--- src/rtl/spi_target_fifo.sv ---
module spi_target_fifo #(
  parameter int DEPTH = 64
) (
  input  logic       clk,
  input  logic       rst_n,
  input  logic       sclk,
  input  logic       cs_n,
  input  logic       mosi,
  output logic       miso,
  input  logic       reg_we,
  input  logic       reg_re,
  input  logic [3:0] reg_addr,
  input  logic [7:0] reg_wdata,
  output logic [7:0] reg_rdata,
  output logic       irq
);
  localparam int AW = $clog2(DEPTH);
  localparam int PW = AW + 1;

  logic [2:0] sck_q, cs_q;
  logic [1:0] mo_q;
  logic [2:0] bitcnt;
  logic [6:0] rx_sh;
  logic [7:0] tx_sh;
  logic [7:0] rx_mem [DEPTH];
  logic [7:0] tx_mem [DEPTH];
  logic [PW-1:0] rx_wp, rx_rp, tx_wp, tx_rp, thr;
  logic [1:0] ctl;
  logic [7:0] dflt;
  logic [5:0] ien;
  logic [5:1] flags;

  wire sck_rise = sck_q[1] & ~sck_q[2];
  wire sck_fall = ~sck_q[1] & sck_q[2];
  wire cs_act   = ~cs_q[1];
  wire cs_start = ~cs_q[1] & cs_q[2];
  wire cs_end   = cs_q[1] & ~cs_q[2];

  wire [PW-1:0] rx_cnt = rx_wp - rx_rp;
  wire [PW-1:0] tx_cnt = tx_wp - tx_rp;
  wire rx_full  = rx_cnt == PW'(DEPTH);
  wire rx_empty = rx_cnt == '0;
  wire tx_full  = tx_cnt == PW'(DEPTH);
  wire tx_empty = tx_cnt == '0;

  wire [7:0] rx_byte  = {rx_sh, mo_q[1]};
  wire byte_done = cs_act & sck_rise & (bitcnt == 3'd7);
  wire load      = cs_start | (cs_act & sck_fall & (bitcnt == 3'd0));
  wire tx_pop    = load & ctl[1] & ~tx_empty;
  wire rx_push   = byte_done & ctl[0] & ~rx_full;

  wire wr_data = reg_we & (reg_addr == 4'd0);
  wire wr_clr  = reg_we & (reg_addr == 4'd5);
  wire wr_rp   = reg_we & (reg_addr == 4'd8);
  wire wr_wp   = reg_we & (reg_addr == 4'd9);
  wire rd_data = reg_re & (reg_addr == 4'd0);
  wire tx_push = wr_data & ctl[1] & ~tx_full;

  wire [5:1] flag_set = {load & ctl[1] & tx_empty,
                         wr_data & ctl[1] & tx_full,
                         rd_data & rx_empty,
                         byte_done & ctl[0] & rx_full,
                         cs_end};
  wire [5:0] status = {flags, rx_cnt > thr};

  assign miso = ~cs_n & tx_sh[7];
  assign irq  = |(status & ien);

  always_ff @(posedge clk or negedge rst_n) begin
    if (!rst_n) begin
      sck_q  <= '0;
      cs_q   <= '1;
      mo_q   <= '0;
      bitcnt <= '0;
      rx_sh  <= '0;
      tx_sh  <= '0;
    end else begin
      sck_q <= {sck_q[1:0], sclk};
      cs_q  <= {cs_q[1:0], cs_n};
      mo_q  <= {mo_q[0], mosi};
      if (cs_end) bitcnt <= '0;
      else if (cs_act & sck_rise) begin
        bitcnt <= bitcnt + 3'd1;
        rx_sh  <= rx_byte[6:0];
      end
      if (load) tx_sh <= tx_pop ? tx_mem[tx_rp[AW-1:0]] : dflt;
      else if (cs_act & sck_fall) tx_sh <= {tx_sh[6:0], 1'b0};
    end
  end

  always_ff @(posedge clk) begin
    if (rx_push) rx_mem[rx_wp[AW-1:0]] <= rx_byte;
    if (tx_push) tx_mem[tx_wp[AW-1:0]] <= reg_wdata;
  end

  always_ff @(posedge clk or negedge rst_n) begin
    if (!rst_n) begin
      rx_wp <= '0;
      rx_rp <= '0;
      tx_wp <= '0;
      tx_rp <= '0;
      ctl   <= 2'b11;
      dflt  <= 8'hFF;
      thr   <= PW'(7);
      ien   <= '0;
      flags <= '0;
    end else begin
      if (rx_push) rx_wp <= rx_wp + 1'b1;
      if (rd_data & ~rx_empty) rx_rp <= rx_rp + 1'b1;
      if (cs_end) tx_wp <= tx_rp;
      else if (wr_wp) tx_wp <= reg_wdata[PW-1:0];
      else if (tx_push) tx_wp <= tx_wp + 1'b1;
      if (wr_rp) tx_rp <= reg_wdata[PW-1:0];
      else if (tx_pop) tx_rp <= tx_rp + 1'b1;
      if (reg_we && reg_addr == 4'd1) ctl  <= reg_wdata[1:0];
      if (reg_we && reg_addr == 4'd2) dflt <= reg_wdata;
      if (reg_we && reg_addr == 4'd3) thr  <= reg_wdata[PW-1:0];
      if (reg_we && reg_addr == 4'd6) ien  <= reg_wdata[5:0];
      flags <= (flags & ~(wr_clr ? reg_wdata[5:1] : 5'd0)) | flag_set;
    end
  end

  always_comb begin
    case (reg_addr)
      4'd0:    reg_rdata = rx_empty ? 8'h00 : rx_mem[rx_rp[AW-1:0]];
      4'd1:    reg_rdata = {6'd0, ctl};
      4'd2:    reg_rdata = dflt;
      4'd3:    reg_rdata = 8'(thr);
      4'd4:    reg_rdata = {2'd0, status};
      4'd6:    reg_rdata = {2'd0, ien};
      4'd7:    reg_rdata = 8'(rx_cnt);
      4'd8:    reg_rdata = 8'(tx_rp);
      4'd9:    reg_rdata = 8'(tx_wp);
      default: reg_rdata = 8'h00;
    endcase
  end

  a_r6_flush_empties_tx: assert property (@(posedge clk) disable iff (!rst_n)
    cs_end && !wr_rp |=> tx_wp == tx_rp);
  a_r10_rx_bounded: assert property (@(posedge clk) disable iff (!rst_n)
    rx_cnt <= PW'(DEPTH));
  a_r10_full_drops: assert property (@(posedge clk) disable iff (!rst_n)
    byte_done && rx_full |=> $stable(rx_wp));
  a_r5_cs_flag_sticky: assert property (@(posedge clk) disable iff (!rst_n)
    status[1] && !(wr_clr && reg_wdata[1]) |=> status[1]);
  a_r7_bitcnt_restart: assert property (@(posedge clk) disable iff (!rst_n)
    cs_end |=> bitcnt == 3'd0);
  a_r4_level_irq: assert property (@(posedge clk) disable iff (!rst_n)
    ien[0] && (rx_cnt > thr) |-> irq);
endmodule

--- config.mk ---
export PLATFORM = sky130hd
export DESIGN_NAME = spi_target_fifo
export DESIGN_NICKNAME = d
export VERILOG_FILES = /design/src/rtl/spi_target_fifo.sv
export SDC_FILE = /design/constraint.sdc
export NUM_CORES = 1
export LEC_CHECK = 0
export ABC_AREA = 1
export ABC_CLOCK_PERIOD_IN_PS = 9000
export BUFFER_PORTS_ARGS = -buffer_cell sky130_fd_sc_hd__buf_2
export CORE_MARGIN = 2
export CORE_UTILIZATION = 28
export CTS_BUF_LIST = sky130_fd_sc_hd__clkbuf_16
export DETAILED_ROUTE_END_ITERATION = 12
export HOLD_SLACK_MARGIN = 0.1
export PLACE_DENSITY = 0.5
export SETUP_SLACK_MARGIN = 0.02
export SLEW_MARGIN = 20
export SYNTH_ARGS = -nofsm -noshare
export SYNTH_HDL_FRONTEND = slang
export SYNTH_SLANG_ARGS = --single-unit
--- constraint.sdc ---
create_clock -name clk -period 9 [get_ports clk]
set_input_delay 2.25 -clock clk [delete_from_list [all_inputs] [get_ports clk]]
set_output_delay 2.25 -clock clk [all_outputs]
set_load 0.02 [all_outputs]
-- Word-level counts from Yosys, hierarchy flattened
Memories as Yosys holds them, arrays and structs flattened.
Cells that the tools add are included.
- word-level logic and storage cells: 108
- register bits: 82
- memory bits (writable): 1024
- memories: 2
- input bits: 19
- add/sub/neg operators: 7
- reductions and logical operators: 14
- order comparisons: 1
- mux-type cells: 17
- eq/ne operators: 12
- bitwise logic cells: 40
- memory list (name ; words ; width ; read ports ; clocked after Yosys merged registers in ; wr ports ; RTL line ; text):
    rx_mem ; 64 ; 8 ; 1 ; 0 ; 1 ; 25 ; logic [7:0] rx_mem [DEPTH];
    tx_mem ; 64 ; 8 ; 1 ; 0 ; 1 ; 26 ; logic [7:0] tx_mem [DEPTH];
- operators with widths (kind ; number):
    $pmux 8 s9 ; 1
    $mux 7 ; 5
    $mux 8 ; 4
    $add 7x1->7 const B ; 4
    $and 1x1->1 ; 25
    $eq 4x3->1 const B ; 4
    $eq 7x7->1 const B ; 2
    $logic_not 7->1 ; 2
    $sub 7x7->7 ; 2
    $not 1->1 ; 10
    $eq 4x2->1 const B ; 2
    $eq 4x4->1 const B ; 2
    $gt 7x7->1 ; 1
    $and 6x6->6 ; 1
    $mux 3 ; 2
    $reduce_bool 2->1 ; 3
    $reduce_or 6->1 ; 1
    $and 5x5->5 ; 1
    $mux 5 ; 1
    $not 5->5 ; 1
    $or 5x5->5 ; 1
    $eq 4x1->1 const B ; 1
    $logic_and 1x1->1 ; 4
    $logic_not 4->1 ; 1
    7 further kinds ; 10

-- Depth between registers and ports, before layout
Gate-level depths: netlist of the first run.
- depth after elaboration: 9
- mapped depth: 20

-- Worst setup path before layout of the first run
Ideal clock, no wire load.
- path kind: input to output
- start: input port reg_addr[1]
- end: output port reg_rdata[0]
- stages on the path: 9
- path buffers: 0
- slack: 3.509 ns
- data arrival time: 3.241 ns
- data required time: 6.750 ns
- cells stage by stage: inv_1 > nand2_1 > inv_1 > nand2_1 > o22ai_1 > a221oi_1 > nand4_1 > nor2_1 > nand2_1
- cells in the longest elaborated chain, start to end: 2
- ends and longest elaborated chain (item ; RTL line ; text):
    from (decl) ; 12 ; input logic [3:0] reg_addr,
    $eq 4x4->1, or another cell as far along ; 124 ; case (reg_addr)
    $pmux 8 s9 * ; 124 ;
    to (decl) ; 14 ; output logic [7:0] reg_rdata,
Every way passes the cells marked *; elsewhere a longest branch is shown, timed or not.

-- Final worst setup path of the first run
- start: register rx_rp[0]
- end: output port reg_rdata[7]
- cells in the longest elaborated chain, start to end: 4
- ends and longest elaborated chain (item ; RTL line ; text):
    from (decl) ; 27 ; logic [PW-1:0] rx_wp, rx_rp, tx_wp, tx_rp, thr;
    from (signal assigned) ; 109 ; if (rd_data & ~rx_empty) rx_rp <= rx_rp + 1'b1;
    $sub 7x7->7 ; 39 ; wire [PW-1:0] rx_cnt = rx_wp - rx_rp;
    $logic_not 7->1 ; 42 ; wire rx_empty = rx_cnt == '0;
    $mux 8 * ; 125 ; 4'd0: reg_rdata = rx_empty ? 8'h00 : rx_mem[rx_rp[AW-1:0]];
    $pmux 8 s9 * ; 124 ;
Marked as above.

==> summary.md, run 1 <==
| Metric | Value |
|---|---|
| Area Growth Syn to Fin | 11.5% |
| Full die area | 0.172 sq mm |
| Crit path kind | reg2out |
| Root buffer cell | clkbuf_16 |
| Status | complete, no violations |
| Post-Syn Area per Cell | 11.3 sq um |
| Share of layout cells above drive strength 1 | 7.44% |
| Post-CTS Setup Inserts | 0 |
| Synth area leader | edfxtp_1 |
| Final layout net count | 4193 |
| Largest net degree at the start of global routing | 183 |
| Hold Startpoint | sck_q[0]$_DFF_PN0_ |
| DP Wirelength | 74.7 mm |
| Sequential area share after synthesis | 69.5% |
| Most frequent cell after synthesis | nand2_1 |
| Clk Latency, worst-skew pair | 0.73 ns |
| First-pass GRT wire length | 196 mm |
| Final setup fails | 0 |
| Top-level I/O count | 29 |
| Ys async rst share | 7.41% |
| WP data arrival | 4.54 ns |
| CTS Buf Count | 108 |
| Vias in the first global route | 29800 |
| Peak supply drop | 0.000261 V |
| Synth cell types | 63 |
| CTS tree | built |
| Antenna Cells | 0 |
| Post-synth top area share | 65.1% |
| DRT iter0 DRCs | 3016 |
| Cells after Synth | 4187 |
| Unrepaired setup endpoints after global routing | false |
| CTS Hold Bufs | 0 |
| Critical path fanouts, max | 78 |
| PwrDens | 286 mW/mm^2 |
| Highest clock rate | 147 MHz |
| # resized after CTS | 0 |
| Flip-flop and latch area | 0.0328 sq mm |
| Core box area | 0.167 sq mm |
| Antenna violations before repair | 0 |
| Hold Crit Class | reg2reg |
| Syn Nets | 4233 |
| Largest cells by area after synthesis | edfxtp_1 (65%), nand2_1 (8.7%), nand3_1 (4.2%) |
| Critical Path RT | 6.75 ns |
| Maxcap violations | 0 |
| Post-synth EDFFs | 1024 |
| Worst-case clock buffer depth | 3 |
| Height of the die | 415 microns |
| Fin. Hold Viols | 0 |
| Routed vias | 30700 |
| GR Overflow Total | 0 |
| Min Tclk post-route | 6.79 ns |
| WHS | 0.350 ns |
| Reg-to-reg startpoint | tx_rp[2]$_DFFE_PN0P_ |
| Worst Setup SP | rx_rp[0]$_DFFE_PN0P_ |
| Clk pin slew, worst setup/hold paths | 0.06 ns |
| Worst-Margin Slew | 1.04 ns |
| Multi-input logic area | 0.0123 sq mm |
| H-tree Lvls | 3 |
| Most used DFF post-synth | edfxtp_1 |
| Final worst slack | 2.21 ns |
| Clock skew | 0.0366 ns |
| Initial Utilization | 28.2% |
| DRC viols | 0 |
| Final Wtd Congestion | 0.867 |
| Period utilization | 75.5% |
| Fillers | 16900 |
| YS warnings | 0 |
| Pre-antenna DRT Iters | 7 |
| Vias per Instance | 4.77 |
| WL/cell | 20.4 microns |
| Final ANT Viol Nets | 0 |
| Number of core rows | 150 |
| Worst setup EP type | primary output |
| Routed Wire Length | 131 mm |
| All-layer global routing usage | 15.0% |
| Clk sinks | 1106 |
| Rel. slew slack | 30.4% |
| Critical path startpoint category | flip-flop |
| Static leakage | 18.9 nW |
| DIE WIDTH | 415 microns |
| IO Port Bufs | 28 |
| Post-Place Setup Slack | 2.91 ns |
| Flops & latches, synth | 1106 |
| Post-route setup TNS | 0 ns |
| Pins over their slew limit | 0 |
| Commonest cells post-synth | nand2_1 (1098), edfxtp_1 (1024), nor2_1 (407), nand3_1 (393), inv_1 (238) |
| Post-Syn Area | 0.0472 sq mm |
-- metrics by stage --
| step | std cells | area [sq um] | utilization [%] | power [mW] |
|---|---|---|---|---|
| after CTS | 6436 | 52600 | 31.4 | 15.2 |
| after global placement | 6241 | 49400 | 29.5 | 10.9 |
| after global routing | 6436 | 52600 | 31.4 | 15.9 |
| final | 6436 | 52600 | 31.4 | 15.1 |
| after floorplan | 4187 | 47200 | - | 9.29 |
| after detailed placement | 6241 | 49400 | 29.5 | 10.9 |
-- worst paths after layout --
kind	to	depth (start not counted)	slack, ns
worst max register to register	tx_mem[39][2]$_DFFE_PP_	13	3.41
max in group asynchronous	tx_rp[1]$_DFFE_PN0P_	2	6.33
worst min-delay path	sck_q[1]$_DFF_PN0_	0	0.35
worst max-delay path	reg_rdata[7]	13	2.21
min in group asynchronous	rx_sh[4]$_DFFE_PN0P_	1	1.50
worst min register to register	sck_q[1]$_DFF_PN0_	0	0.35
-- cells in the final DEF, fill, tap and decap left out, types with 7 or more instances in the layout --
cell type	count
dfrtp_1	54
o22ai_1	21
clkinv_1	33
nor2_1	406
o211ai_1	38
inv_1	256
clkinv_2	22
dfstp_2	16
buf_2	27
o21ai_0	203
o21ai_1	11
edfxtp_1	1024
xnor2_1	7
a22o_1	10
a32oi_1	10
nand3_1	393
buf_4	39
a22oi_1	40
nand4_4	8
dfrtp_2	8
ha_1	26
clkbuf_16	110
nor3_1	7
o221ai_1	27
inv_2	16
nand2_2	7
xor2_1	13
nand4_1	9
a21oi_1	209
nand2_1	1097
-- state kept, by name, indices dropped and copies added, names as in the netlist, 6 cells and up --
name    cells
dflt        8
rx_rp       7
tx_sh       8
rx_mem    512
thr         7
rx_wp       7
ien         6
rx_sh       7
tx_rp       7
tx_mem    512
tx_wp       7
-- report_power, final --
| part | leakage, nW | internal [mW] | switching (mW) | total, mW |
|---|---|---|---|---|
| combinational | 6.91 | 1.27 | 3.46 | 4.73 |
| sequential | 10.3 | 5.82 | 0.243 | 6.07 |
| clock | 1.68 | 2.29 | 1.99 | 4.28 |
-- logic make-up after synthesis --
| group | share of synthesized area (%) |
|---|---|
| simple gates | 17.6 |
| flops | 69.5 |
| compound gates | 7.25 |
| buf+inv | 4.46 |
| fa+ha+maj | 0.731 |
| xor+xnor | 0.474 |
-- metal layers --
metal | GRT usage [%] | up-vias | wire [microns]
met2 | 24.3 | 840 | 61800
met1 | 20.3 | 15200 | 57900
li1 | - | 14500 | -
met5 | 0 | - | 0
met4 | 4.14 | 0 | 3670
met3 | 2.99 | 212 | 8080
-- worst max-delay path, cell delays in order, from the launching register on --
cell,delay [ns]
dfrtp_4,0.66
buf_4,0.68
buf_4,0.81
a21oi_1,0.14
a22oi_1,0.20
nand2_1,0.07
nand3_1,0.10
nand3_1,0.15
nand2_1,0.12
nand2_1,0.05
nor2_1,0.09
nand3_1,0.28
nand2_1,0.18
buf_2,0.18
-- layout make-up --
type	count	area share [%]
Clock buffer	110	5.23
Tap cell	2204	5.24
Inverter	259	1.89
Multi-Input combinational cell	2603	23.4
Clock inverter	85	0.944
Sequential cell	1106	62.4
Timing Repair Buffer	69	0.927
No activity file was read; power rests on OpenSTA's default activity.
==> inputs of run 2 (changes only) <==
ABC_CLOCK_PERIOD_IN_PS = 5470   (was 9000)
PLACE_DENSITY = 0.51   (was 0.5)
clock period = 5.47 ns   (was 9 ns; I/O delays follow)
==> run 2 against run 1 <==
Net effect: non-clock buffer count up 11; clock skew is 0.011 ns lower; worst setup slack got worse by 1.8 ns; critical path type unchanged.
==> summary.md, run 2 (synthesized netlist as in run 1, its figures left out) <==
| Metric | Value |
|---|---|
| Maxcap violations | 0 (unchanged) |
| Final ANT Viol Nets | 0 (unchanged) |
| Worst-path cell chain | inv_4 > ha_1 > inv_1 > fa_1 > xor2_1 > ha_1 > a21oi_1 > o21ai_0 > a21oi_1 > o21ai_0 > a21o_1 > nand2_1 > nor2_1 > nor2_1 > nand2_1 > buf_2 |
| Min Tclk post-route | 5.11 ns |
| Post-CTS Setup Inserts | 0 (unchanged) |
| CTS Buf Count | 107 (-0.93%) |
| Final worst slack | 0.362 ns (-1.84 ns) |
| Fillers | 17000 (+0.23%) |
| Critical path fanouts, max | 7 (-91%) |
| Psw | 9.36 mW (+64%) |
| Number of core rows | 150 (unchanged) |
| H-tree Lvls | 3 (unchanged) |
| CP delay by family, top | adder cells |
| Period utilization | 93.4% |
| Routed Wire Length | 129 mm (-1.9%) |
| DRT iter0 DRCs | 2786 (-7.6%) |
| Rel. slew slack | 28.9% (-1.4 points) |
| Largest net degree at the start of global routing | 170 (-7.1%) |
| Final Wtd Congestion | 0.880 (+1.5%) |
| Peak supply drop | 0.000363 V (+39%) |
| Hold Crit Class | reg2reg |
| Worst-Margin Slew | 1.07 ns (+0.0223 ns) |
| DRC viols | 0 (unchanged) |
| PwrDens | 475 mW/mm^2 (+66%) |
| Unrepaired setup endpoints after global routing | false |
| Slowest CP cell | dfrtp_2 |
| Full die area | 0.172 sq mm (unchanged) |
| CP Buf/Inv Count | 3 (unchanged) |
| Reg power frac | 39.3% (-0.9 points) |
| Core box area | 0.167 sq mm (unchanged) |
| Post-Place Setup Slack | 0.914 ns (-2.00 ns) |
| Worst-case clock buffer depth | 3 (unchanged) |
| Commonest non-fill, non-tap cell in the layout | nand2_1 |
| Final layout net count | 4203 (+0.24%) |
| Pins over their slew limit | 0 (unchanged) |
| Final setup fails | 0 (unchanged) |
| Vias in the first global route | 29900 (+0.51%) |
| Initial Utilization | 28.2% (unchanged) |
| DIE WIDTH | 415 microns (unchanged) |
| Clock share of power | 29.2% (+0.8 points) |
| Critical path startpoint category | flip-flop |
| Placed instance count | 6252 (+0.18%) |
| Critical Path RT | 4.10 ns (-2.65 ns) |
| Fin. Hold Viols | 0 (unchanged) |
| GR Overflow Total | 0 (unchanged) |
| CTS tree | built |
| All-layer global routing usage | 14.6% (-0.34 points) |
| Crit path largest cell delay | 0.51 ns (-0.30 ns) |
| Most frequent cells in the layout | nand2_1 (1098), edfxtp_1 (1024), nor2_1 (406), nand3_1 (393), inv_1 (261) |
| IO Port Bufs | 28 (unchanged) |
| Height of the die | 415 microns (unchanged) |
| Clk sinks | 1106 (unchanged) |
| DP Wirelength | 73.9 mm (-1.1%) |
| Pre-antenna DRT Iters | 8 (+1) |
| Vias per Instance | 4.78 (+0.19%) |
| Crit path kind | reg2out |
| Comb pwr share | 31.5% (about the same) |
| Static leakage | 19.0 nW (+0.69%) |
| Top-level I/O count | 29 (unchanged) |
| Antenna Cells | 0 (unchanged) |
| Pint | 15.8 mW (+68%) |
| Share of layout cells above drive strength 1 | 7.57% (+0.12 points) |
| Highest clock rate | 196 MHz |
| Clock skew | 0.0259 ns (-0.0107 ns) |
| Post-route setup TNS | 0 ns (unchanged) |
| Clk pin slew, worst setup/hold paths | 0.06 ns (about the same) |
| Root buffer cell | clkbuf_16 |
| Routed vias | 30800 (+0.36%) |
| Status | complete, no violations |
| Clk Latency, worst-skew pair | 0.72 ns (about the same) |
| Worst setup EP type | primary output |
| WP data arrival | 3.74 ns (-0.80 ns) |
| Antenna violations before repair | 0 (unchanged) |
| Switching share of power | 37.2% (-0.54 points) |
| First-pass GRT wire length | 194 mm (-0.95%) |
| Non-Filler Instances | 6447 (+0.17%) |
| WL/cell | 20.0 microns (-2.1%) |
| Area Growth Syn to Fin | 12.0% |
run 2: final cells by class:
class	instances	area [sq um]	area share (%)
Inverter	259	997	1.89
Clock buffer	107	2680	5.06
Timing Repair Buffer	80	608	1.15
Sequential cell	1106	32800	62.1
Multi-Input combinational cell	2603	12300	23.2
Tap cell	2204	2760	5.21
Clock inverter	88	711	1.34
run 2: stage by stage:
stage / util [%] / instance area (sq um) / power (mW) / hold WS (ns)
after CTS: 31.6 / 52900 / 25.3 / 0.351
final: 31.6 / 52900 / 25.1 / 0.351
after global placement: 29.6 / 49500 / 18.0 / 0.333
after detailed placement: 29.6 / 49500 / 18.0 / 0.345
after floorplan: - / 47200 / 15.3 / 0.331
after global routing: 31.6 / 52900 / 26.5 / 0.357
run 2: what timing repair did:
item                                    in CTS  in global routing
resized for setup                            0                  2
hold buffers                                 0                  0
endpoints found under the setup margin       0                  2
run 2: power groups by stage:
| stage | Clock (mW) | Sequential (mW) | Combinational, mW |
|---|---|---|---|
| CTS | 7.44 | 9.88 | 7.98 |
| global route | 7.78 | 9.90 | 8.79 |
| floorplan | 0 | 9.95 | 5.35 |
| finish | 7.34 | 9.88 | 7.92 |
| global placement | 0 | 10.1 | 7.93 |
| detailed placement | 0 | 10.1 | 7.96 |
run 2: worst paths after layout:
| kind | startpoint | to | slack (ns) | depth (start not counted) |
|---|---|---|---|---|
| max in group asynchronous | rst_n | thr[2]$_DFFE_PN1P_ | 3.79 | 2 |
| max | rx_wp[0]$_DFFE_PN0P_ | reg_rdata[0] | 0.36 | 16 |
| max reg2reg | tx_rp[1]$_DFFE_PN0P_ | tx_mem[55][7]$_DFFE_PP_ | 1.39 | 9 |
| min reg2reg | sck_q[0]$_DFF_PN0_ | sck_q[1]$_DFF_PN0_ | 0.35 | 0 |
| min | sck_q[0]$_DFF_PN0_ | sck_q[1]$_DFF_PN0_ | 0.35 | 0 |
| min in group asynchronous | rst_n | ien[0]$_DFFE_PN0P_ | 0.73 | 1 |
run 2: layer usage:
layer	GRT usage, %	wire length [microns]	vias to the layer above
met2	23.7	60300	839
met3	2.04	6700	189
met5	0	0	-
met1	20.4	58300	15300
li1	-	-	14500
met4	4.17	3590	0
